**config.mk**
```make
export PLATFORM = sky130hd
export DESIGN_NAME = tmr_chan
export DESIGN_NICKNAME = d
export VERILOG_FILES = /design/src/rtl/tmr_pkg.sv /design/src/rtl/tmr_prescale.sv /design/src/rtl/tmr_edge_det.sv /design/src/rtl/tmr_count.sv /design/src/rtl/tmr_chan.sv
export SDC_FILE = /design/constraint.sdc
export NUM_CORES = 1
export LEC_CHECK = 0
export BUFFER_PORTS_ARGS = -buffer_cell sky130_fd_sc_hd__clkbuf_2
export CAP_MARGIN = 20
export CORE_MARGIN = 4
export CORE_UTILIZATION = 57
export DETAILED_ROUTE_END_ITERATION = 12
export PLACE_DENSITY = 0.85
export SLEW_MARGIN = 20
export SYNTH_ARGS = -nofsm -noshare
export SYNTH_HDL_FRONTEND = slang
export SYNTH_SLANG_ARGS = --single-unit
```
**constraint.sdc**
```tcl
create_clock -name clk -period 4.6 [get_ports clk]
set_input_delay 0.92 -clock clk [delete_from_list [all_inputs] [get_ports clk]]
set_output_delay 0.92 -clock clk [all_outputs]
set_load 0.01 [all_outputs]
```
**src/rtl/tmr_pkg.sv**
```systemverilog
// Shared encodings for the timer/counter channel.
package tmr_pkg;
    // Width mode field values; the encoding is visible at the top-level port.
    typedef enum logic [1:0] {
        MODE_W13    = 2'b00,
        MODE_W16    = 2'b01,
        MODE_RELOAD = 2'b10,
        MODE_HOLD   = 2'b11
    } tmr_mode_e;
endpackage

```
**src/rtl/tmr_prescale.sv**
```systemverilog
// Time-base divider. Produces a single-clock tick every SLOW_DIV clocks,
// or every FAST_DIV clocks when fast_sel is high.
// Assumes FAST_DIV >= 2 and SLOW_DIV >= FAST_DIV. A change of fast_sel
// takes effect mid-period: a count already past the new limit ticks at once.
module tmr_prescale #(
    parameter int SLOW_DIV = 12,
    parameter int FAST_DIV = 4
) (
    input  logic clk,
    input  logic rst_n,
    input  logic fast_sel,
    output logic tick
);
    localparam int CW = $clog2(SLOW_DIV);

    logic [CW-1:0] div_q;
    logic [CW-1:0] last_val;

    // Terminal value of the divider for the selected time base.
    assign last_val = fast_sel ? CW'(FAST_DIV - 1) : CW'(SLOW_DIV - 1);
    assign tick     = (div_q >= last_val);

    // Free-running divider that restarts after every tick.
    always_ff @(posedge clk) begin
        if (!rst_n)    div_q <= '0;
        else if (tick) div_q <= '0;
        else           div_q <= div_q + CW'(1);
    end


    tick_spacing_chk: assert property (@(posedge clk) disable iff (!rst_n)
        tick |=> !tick);
endmodule

```
**src/rtl/tmr_edge_det.sv**
```systemverilog
// External falling-edge finder. Samples the pin once per tick. A high sample
// followed by a low sample leaves an edge pending. The pending bit is consumed
// on the following tick, which delays the count by one machine cycle.
// Assumes ext_pin is already synchronous to clk.
module tmr_edge_det (
    input  logic clk,
    input  logic rst_n,
    input  logic tick,
    input  logic ext_pin,
    output logic edge_pend
);
    logic smp_q;

    // Per-tick pin sample and edge detection; the sample history resets high.
    always_ff @(posedge clk) begin
        if (!rst_n) begin
            smp_q     <= 1'b1;
            edge_pend <= 1'b0;
        end else if (tick) begin
            smp_q     <= ext_pin;
            edge_pend <= smp_q & ~ext_pin;
        end
    end


    pend_hold_chk: assert property (@(posedge clk) disable iff (!rst_n)
        !tick |=> $stable(edge_pend));
endmodule

```
**src/rtl/tmr_count.sv**
```systemverilog
// Count register pair with mode-dependent wrap, reload and sticky overflow.
// Assumes inc is a single-cycle request. A byte write in the same cycle
// cancels the request entirely.
module tmr_count
    import tmr_pkg::*;
#(
    parameter int BYTE_W = 8,
    parameter int LOW_W  = 5
) (
    input  logic              clk,
    input  logic              rst_n,
    input  tmr_mode_e         mode,
    input  logic              inc,
    input  logic              hi_we,
    input  logic              lo_we,
    input  logic [BYTE_W-1:0] wr_data,
    input  logic              flag_clr,
    input  logic              irq_ack,
    output logic [BYTE_W-1:0] hi_q,
    output logic [BYTE_W-1:0] lo_q,
    output logic              ovf
);
    localparam int NW13 = BYTE_W + LOW_W;
    localparam int NW16 = 2 * BYTE_W;

    logic              step;
    logic              wrap;
    logic [BYTE_W-1:0] hi_n, lo_n;
    logic [NW13:0]     sum13;
    logic [NW16:0]     sum16;

    // A write in this cycle wins over the increment; hold mode never steps.
    assign step  = inc && !hi_we && !lo_we && (mode != MODE_HOLD);
    assign sum13 = {1'b0, hi_q, lo_q[LOW_W-1:0]} + (NW13+1)'(1);
    assign sum16 = {1'b0, hi_q, lo_q} + (NW16+1)'(1);

    // Next-state selection per mode, then the byte writes on top.
    always_comb begin
        hi_n = hi_q;
        lo_n = lo_q;
        wrap = 1'b0;
        if (step) begin
            unique case (mode)
                MODE_W13: begin
                    hi_n              = sum13[NW13-1:LOW_W];
                    lo_n[LOW_W-1:0]   = sum13[LOW_W-1:0];
                    wrap              = sum13[NW13];
                end
                MODE_W16: begin
                    hi_n = sum16[NW16-1:BYTE_W];
                    lo_n = sum16[BYTE_W-1:0];
                    wrap = sum16[NW16];
                end
                MODE_RELOAD: begin
                    if (&lo_q) begin
                        lo_n = hi_q;
                        wrap = 1'b1;
                    end else begin
                        lo_n = lo_q + BYTE_W'(1);
                    end
                end
                default: ;
            endcase
        end
        if (hi_we) hi_n = wr_data;
        if (lo_we) lo_n = wr_data;
    end

    // Count byte registers.
    always_ff @(posedge clk) begin
        if (!rst_n) begin
            hi_q <= '0;
            lo_q <= '0;
        end else begin
            hi_q <= hi_n;
            lo_q <= lo_n;
        end
    end

    // Sticky overflow flag; a wrap beats a clear in the same cycle.
    always_ff @(posedge clk) begin
        if (!rst_n)                   ovf <= 1'b0;
        else if (wrap)                ovf <= 1'b1;
        else if (flag_clr || irq_ack) ovf <= 1'b0;
    end


    lo_upper_hold_chk: assert property (@(posedge clk) disable iff (!rst_n)
        (mode == MODE_W13 && !lo_we) |=> lo_q[BYTE_W-1:LOW_W] == $past(lo_q[BYTE_W-1:LOW_W]));

    hold_mode_chk: assert property (@(posedge clk) disable iff (!rst_n)
        (mode == MODE_HOLD && !hi_we && !lo_we) |=> ($stable(hi_q) && $stable(lo_q)));

    write_wins_chk: assert property (@(posedge clk) disable iff (!rst_n)
        lo_we |=> lo_q == $past(wr_data));

    ovf_set_chk: assert property (@(posedge clk) disable iff (!rst_n)
        wrap |=> ovf);

    ovf_clear_chk: assert property (@(posedge clk) disable iff (!rst_n)
        (!wrap && (flag_clr || irq_ack)) |=> !ovf);

    no_spurious_ovf_chk: assert property (@(posedge clk) disable iff (!rst_n)
        (!ovf && !wrap) |=> !ovf);
endmodule

```
**src/rtl/tmr_chan.sv**
```systemverilog
// Timer/counter channel top. Combines the time-base divider, the external
// edge finder and the count registers. It forms the increment request from
// the run bit, the gate qualifier and the source select.
// Assumes all inputs, ext_pin and gate_lvl included, are synchronous to clk.
module tmr_chan
    import tmr_pkg::*;
#(
    parameter int BYTE_W   = 8,
    parameter int LOW_W    = 5,
    parameter int SLOW_DIV = 12,
    parameter int FAST_DIV = 4
) (
    input  logic              clk,
    input  logic              rst_n,
    input  logic              src_sel,
    input  logic              gate_en,
    input  logic              run,
    input  logic              gate_lvl,
    input  logic              ext_pin,
    input  logic              fast_sel,
    input  logic [1:0]        mode,
    input  logic              hi_we,
    input  logic              lo_we,
    input  logic [BYTE_W-1:0] wr_data,
    input  logic              flag_clr,
    input  logic              irq_ack,
    output logic [BYTE_W-1:0] hi_q,
    output logic [BYTE_W-1:0] lo_q,
    output logic              ovf
);
    logic tick;
    logic edge_pend;
    logic enabled;
    logic inc_req;

    tmr_prescale #(.SLOW_DIV(SLOW_DIV), .FAST_DIV(FAST_DIV)) u_prescale (
        .clk      (clk),
        .rst_n    (rst_n),
        .fast_sel (fast_sel),
        .tick     (tick)
    );

    tmr_edge_det u_edge (
        .clk       (clk),
        .rst_n     (rst_n),
        .tick      (tick),
        .ext_pin   (ext_pin),
        .edge_pend (edge_pend)
    );

    // Run and gate qualification, then the per-source increment request.
    assign enabled = run && (!gate_en || gate_lvl);
    assign inc_req = tick && enabled && (src_sel ? edge_pend : 1'b1);

    tmr_count #(.BYTE_W(BYTE_W), .LOW_W(LOW_W)) u_count (
        .clk      (clk),
        .rst_n    (rst_n),
        .mode     (tmr_mode_e'(mode)),
        .inc      (inc_req),
        .hi_we    (hi_we),
        .lo_we    (lo_we),
        .wr_data  (wr_data),
        .flag_clr (flag_clr),
        .irq_ack  (irq_ack),
        .hi_q     (hi_q),
        .lo_q     (lo_q),
        .ovf      (ovf)
    );


    stopped_hold_chk: assert property (@(posedge clk) disable iff (!rst_n)
        (!enabled && !hi_we && !lo_we) |=> ($stable(hi_q) && $stable(lo_q)));
endmodule

```
# Yosys cells after proc, flatten, opt, wreduce, memory -nomap -nowiden
# Cells that the tools add are included.
dict set report classes {
  n_bitwise 3
  muxes 15
  n_lt_le_gt_ge 1
  n_reduce_logical 23
  n_eq_ne 3
  addsub 4
}
# cell count
set op_table {}
lappend op_table {{8-bit 2-to-1 mux} 5}
lappend op_table {{16-bit by 1-bit adder with 17-bit output, second input constant} 1}
lappend op_table {{8-bit one-hot mux with 2 select lines} 1}
lappend op_table {{5-bit one-hot mux with 3 select lines} 1}
lappend op_table {{13-bit by 1-bit adder with 14-bit output, second input constant} 1}
lappend op_table {{8-bit by 1-bit adder with 8-bit output, second input constant} 1}
lappend op_table {{8-bit AND reduction} 1}
lappend op_table {{1-bit logical AND} 6}
lappend op_table {{3-bit one-hot mux with 2 select lines} 1}
lappend op_table {{2-bit AND reduction} 3}
lappend op_table {{2-bit nonzero test} 3}
lappend op_table {{3-bit nonzero test} 2}
lappend op_table {{1-bit 2-to-1 mux} 5}
lappend op_table {{4-bit by 1-bit adder with 4-bit output, second input constant} 1}
lappend op_table {{4-bit >= comparator} 1}
lappend op_table {{4-bit 2-to-1 mux} 1}
lappend op_table {{4-bit nonzero test} 1}
lappend op_table {{1-bit zero test} 3}
lappend op_table {{1-bit one-hot mux with 3 select lines} 1}
lappend op_table {{2-bit by 1-bit == test with 1-bit output, second input constant} 1}
lappend op_table {{2-bit == test, second input constant} 1}
lappend op_table {{2-bit zero test} 1}
lappend op_table {{1-bit logical OR} 2}
lappend op_table {{2-bit != test, second input constant} 1}
lappend op_table {{3 further kinds} 4}
dict set report totals {
  reg_bits 23
  inputBits 22
  wordCells 56
  output_inout_bits 17
}

# Longest topological paths before layout
dict set report logic_depth {
  word_depth 10
  ltp_mapped 7
  mapped_depth_nobuf 7
}

# By module
# Synthesis repeated with hierarchy kept, for this count alone.
dict set report hier_totals {
  cells_unflattened 201
  area_unflattened_um2 1589.0
}
# mod instances area_each_um2 seq_area_each_um2 cells_per_inst
set by_module_without_submodules {}
lappend by_module_without_submodules {tmr_count 1 1316.3 340.3 173}
lappend by_module_without_submodules {tmr_prescale 1 172.7 80.1 17}
lappend by_module_without_submodules {tmr_edge_det 1 73.8 40.0 7}
lappend by_module_without_submodules {tmr_chan 1 26.3 0.0 4}

# Worst setup path before layout
# OpenSTA, ideal clock, no wires.
dict set report synth_path {
  kind {input -> register}
  from {input mode[1]}
  to {register u_count.hi_q[5]}
  path_slack_ns 2.047
  setup_ns 0.132
  path_stages 7
  t_arrival_ns 2.421
  n_path_buf 0
  path_cell_list {inv_1 > ha_1 > inv_2 > or4_4 > a211oi_1 > mux2i_1 > a21oi_1}
}
dict set report synth_via {
  elab_chain_cells 4
}
# item line_no
set synth_lines {}
lappend synth_lines {{start: declaration} tmr_chan.sv:21} ;# input logic [1:0] mode,
lappend synth_lines {{2-bit by 1-bit == test with 1-bit output (tied with other cells)} tmr_count.sv:43} ;# unique case (mode)
lappend synth_lines {{8-bit one-hot mux with 2 select lines / 1-bit logical AND (equally long branches)} {tmr_count.sv:43, tmr_count.sv:33}}
lappend synth_lines {{8-bit 2-to-1 mux / 2-bit nonzero test (equally long branches)} --}
lappend synth_lines {{8-bit 2-to-1 mux / 2-bit AND reduction (equally long branches)} --}
lappend synth_lines {{end signal: assignment} tmr_count.sv:75} ;# hi_q <= hi_n;
lappend synth_lines {{end: declaration} tmr_count.sv:19} ;# output logic [BYTE_W-1:0] hi_q,
# Several ways; a longest one is shown, not always the timed one. The select of a mux whose other input is x is not followed.
# A chain may end at the register's enable or synchronous reset.

# Final worst setup path
dict set report layout_path {
  from {input mode[1]}
  to {register u_count.hi_q[1]}
}
# Same word-level chain as after synthesis.

==> results.md <==
* RSZ-0062 raised after global routing: no
* Crit path buffers/inverters at 3
* Antenna Nets Post-Route at 0
* R2R Setup Slk at 2340 ps
* Detailed Place HPWL at 3340 um
* Synthesized flop and latch total at 23
* Post-synth cell types at 54
* Maxcap violations at 0
* Total Routing Usage GR at 25.2%
* Final Skew at 4.51 ps
* Die width at 60.2 um
* Root buffer cell: clkbuf_4
* Initial Utilization at 61.0%
* # setup viols final at 0
* DR vias/cell at 6.53
* Number of port buffers at 38
* Vias in the first global route at 1581
* CTS Hold Bufs at 0
* Final min period at 2500 ps
* Final Util at 70.0%
* Power per cell area at 226 nW/um2
* Pleak at 0.731 nW
* Htree depth at 1
* Critical-path cell list: clkbuf_2, inv_1, ha_1, inv_2, or4_4, a211oi_4, a32oi_1, a21oi_1
* Synthesized area at 1550 um2
* Setup tns final at 0 ps
* Upper clock frequency limit at 401 MHz
* Io pins at 39
* Initial antenna violation count at 0
* Hold Path Depth at 1
* Worst Hold End: u_prescale.div_q[0]
* Reg2Reg Launch Point: u_count.lo_q[0]
* Reg2Reg Depth at 6
* Synth async-reset ratio at 0%
* Worst Tran Pin Value at 785 ps
* Aggregate routed wire length at 4300 um
* Tcrit/Tclk final at 54.3%
* Clock Path Buffers at 2
* Top FF cell, synth: dfxtp_1
* Synth area leaders: dfxtp_1 (30%), ha_1 (5.6%), nand3_1 (4.8%)
* Slowest stage delay, CP at 570 ps
* Most common cell in the netlist: dfxtp_1
* # rows at 18
* CP required at 4850 ps
* Critical R2R Capture: u_count.lo_q[3]
* YS warnings at 0
* Kind of critical path: input port to flip-flop
* Crit-path max FO at 8
* Global-route wire length before repair at 7060 um
* Largest net degree at the start of global routing at 15
* Drt first-iter violations at 115
* Clock Sinks at 23
* Slew margin rel. at 47.3%
* Number of synthesized flops with an enable pin at 0
* Vias at 1690
* Crit path arrival time at 2750 ps
* CTS buffer count at 3
* CP delay by family, top: compound AO/OA/AOI/OAI gates
* Slew Limit Fails at 0
* Worst Setup Start Kind: input port
* Max VDD drop at 0.145 mV
* Synthesized Nets at 221
* Final Wtd Congestion at 0.898
* Post-CTS Setup Repair Bufs at 0
* Share of layout cells above drive strength 1 at 22.7%
* Final net count at 259
* Critical path startpoint: mode[1]
* Drt drc at 0
* Sequential fraction of the synthesis area at 29.7%
* Area Growth Syn to Fin at 14.7%
* Setup crit end kind: flip-flop
* CTS tree: done
* First-pass DRT Iterations at 4
* N_diodes at 0
* Top cells by count, synth: dfxtp_1 (23), nor2_1 (19), nand2_1 (15), nand3_1 (15), inv_1 (10)
* Cts repair resizes at 0
* Synth top area share at 29.7%
* Min-delay worst type: flip-flop to flip-flop
* Die footprint at 3620 um2
* Hold path startpoint: u_prescale.div_q[0]
* Cell count after synthesis at 192
* Critical Path Slowest Stage Cell: or4_4
* Final hold vios at 0
* Mapped Avg Cell Area at 8.09 um2
* Avg WL per Cell at 16.6 um
* Synth area leader: dfxtp_1
* Height of the die at 60.2 um
* Status: finished, final reports clean
* Clock transition at path regs at 130 ps
* Total grt overflow at 0
* Clock Latency Late Sink at 310 ps
* Core Box Area at 2540 um2
how the worst max path moves through the flow:
| stage | to | slack (ps) | depth (start not counted) |
|---|---|---|---|
| after floorplan | u_count.hi_q[5] | 2050 | 7 |
| after global placement | u_count.hi_q[5] | 1830 | 8 |
| after detailed placement | u_count.hi_q[5] | 1790 | 8 |
| after CTS | u_count.lo_q[3] | 2120 | 8 |
| after global routing | u_count.lo_q[0] | 1920 | 8 |
| final | u_count.hi_q[1] | 2100 | 8 |
placed cells by master, fill, tap and decap left out, drive strengths merged, types with 2 or more instances in the layout:
| master | instances |
|---|---|
| a211o | 3 |
| a211oi | 4 |
| a21oi | 9 |
| a221oi | 2 |
| a31oi | 7 |
| a32oi | 3 |
| and2 | 5 |
| and3 | 3 |
| clkbuf | 42 |
| dfxtp | 23 |
| ha | 7 |
| inv | 11 |
| mux2i | 3 |
| nand2 | 15 |
| nand2b | 2 |
| nand3 | 15 |
| nand4 | 4 |
| nor2 | 19 |
| nor3 | 7 |
| nor3b | 2 |
| o2111ai | 2 |
| o211ai | 2 |
| o21ai | 7 |
| o311ai | 2 |
| o31ai | 5 |
| or4 | 2 |
| or4b | 2 |
| xnor2 | 3 |
| xor2 | 2 |
power by group:
group | leakage [nW] | internal [mW] | switching [mW]
Combinational | 0.527 | 0.0331 | 0.0455
Sequential | 0.189 | 0.212 | 0.0155
Clock | 0.0150 | 0.0339 | 0.0635
Total | 0.731 | 0.279 | 0.124
final cells by class:
cell class / count / area [um2]
multi-input cells: 153 / 1020
flip-flops and latches: 23 / 460
repair buffers: 38 / 190
inverters: 11 / 41.3
clock buffers: 4 / 26.3
fillers: 220 / 764
well taps: 30 / 37.5
layer usage:
| metal | GRT usage, % | share of wire (%) | vias up | wire length (um) |
|---|---|---|---|---|
| met3 | 3.24 | 8.1 | 8 | 347 |
| met5 | 0 | 0 | - | 0 |
| met1 | 33.2 | 42 | 801 | 1800 |
| met2 | 43.2 | 49 | 85 | 2100 |
| met4 | 6.01 | 1.2 | 0 | 51 |
| li1 | - | - | 796 | - |
registers in the layout (all words and copies together), names as in the netlist:
register,cells
u_edge.smp_q,1
u_count.lo_q,8
u_edge.edge_pend,1
u_count.ovf,1
u_count.hi_q,8
u_prescale.div_q,4
kinds of logic (layout without fill, tap and decap cells):
group / after synthesis / count (layout) / synth area share (%)
adders and majority gates: 7 / 7 / 5.64
muxes: 3 / 3 / 1.93
xor gates and xnor gates: 5 / 5 / 2.82
and+or+nand+nor: 82 / 82 / 28.4
DFF: 23 / 23 / 29.7
buffers and inverters: 16 / 53 / 4.35
AOI/OAI and AO/OA: 56 / 56 / 27.2
worst register-to-register path: stages (launching register included):
cell and delay, ps:
dfxtp_1 450, ha_1 260, nand4_1 180, nor3_1 690, and2_1 270, a221oi_1 90, o31ai_1 250
metrics by stage:
stage / hold slack (ps) / area (um2) / total power, mW / std cells / setup WS [ps]
after floorplan: 418 / 1550 / 0.277 / 192 / 2050
after detailed placement: 439 / 1750 / 0.309 / 255 / 1790
after global placement: 429 / 1750 / 0.304 / 255 / 1830
after CTS: 460 / 1780 / 0.403 / 259 / 2120
after global routing: 485 / 1780 / 0.428 / 259 / 1920
final: 457 / 1780 / 0.403 / 259 / 2100
Note: power is estimated with default switching activity, not from simulation.
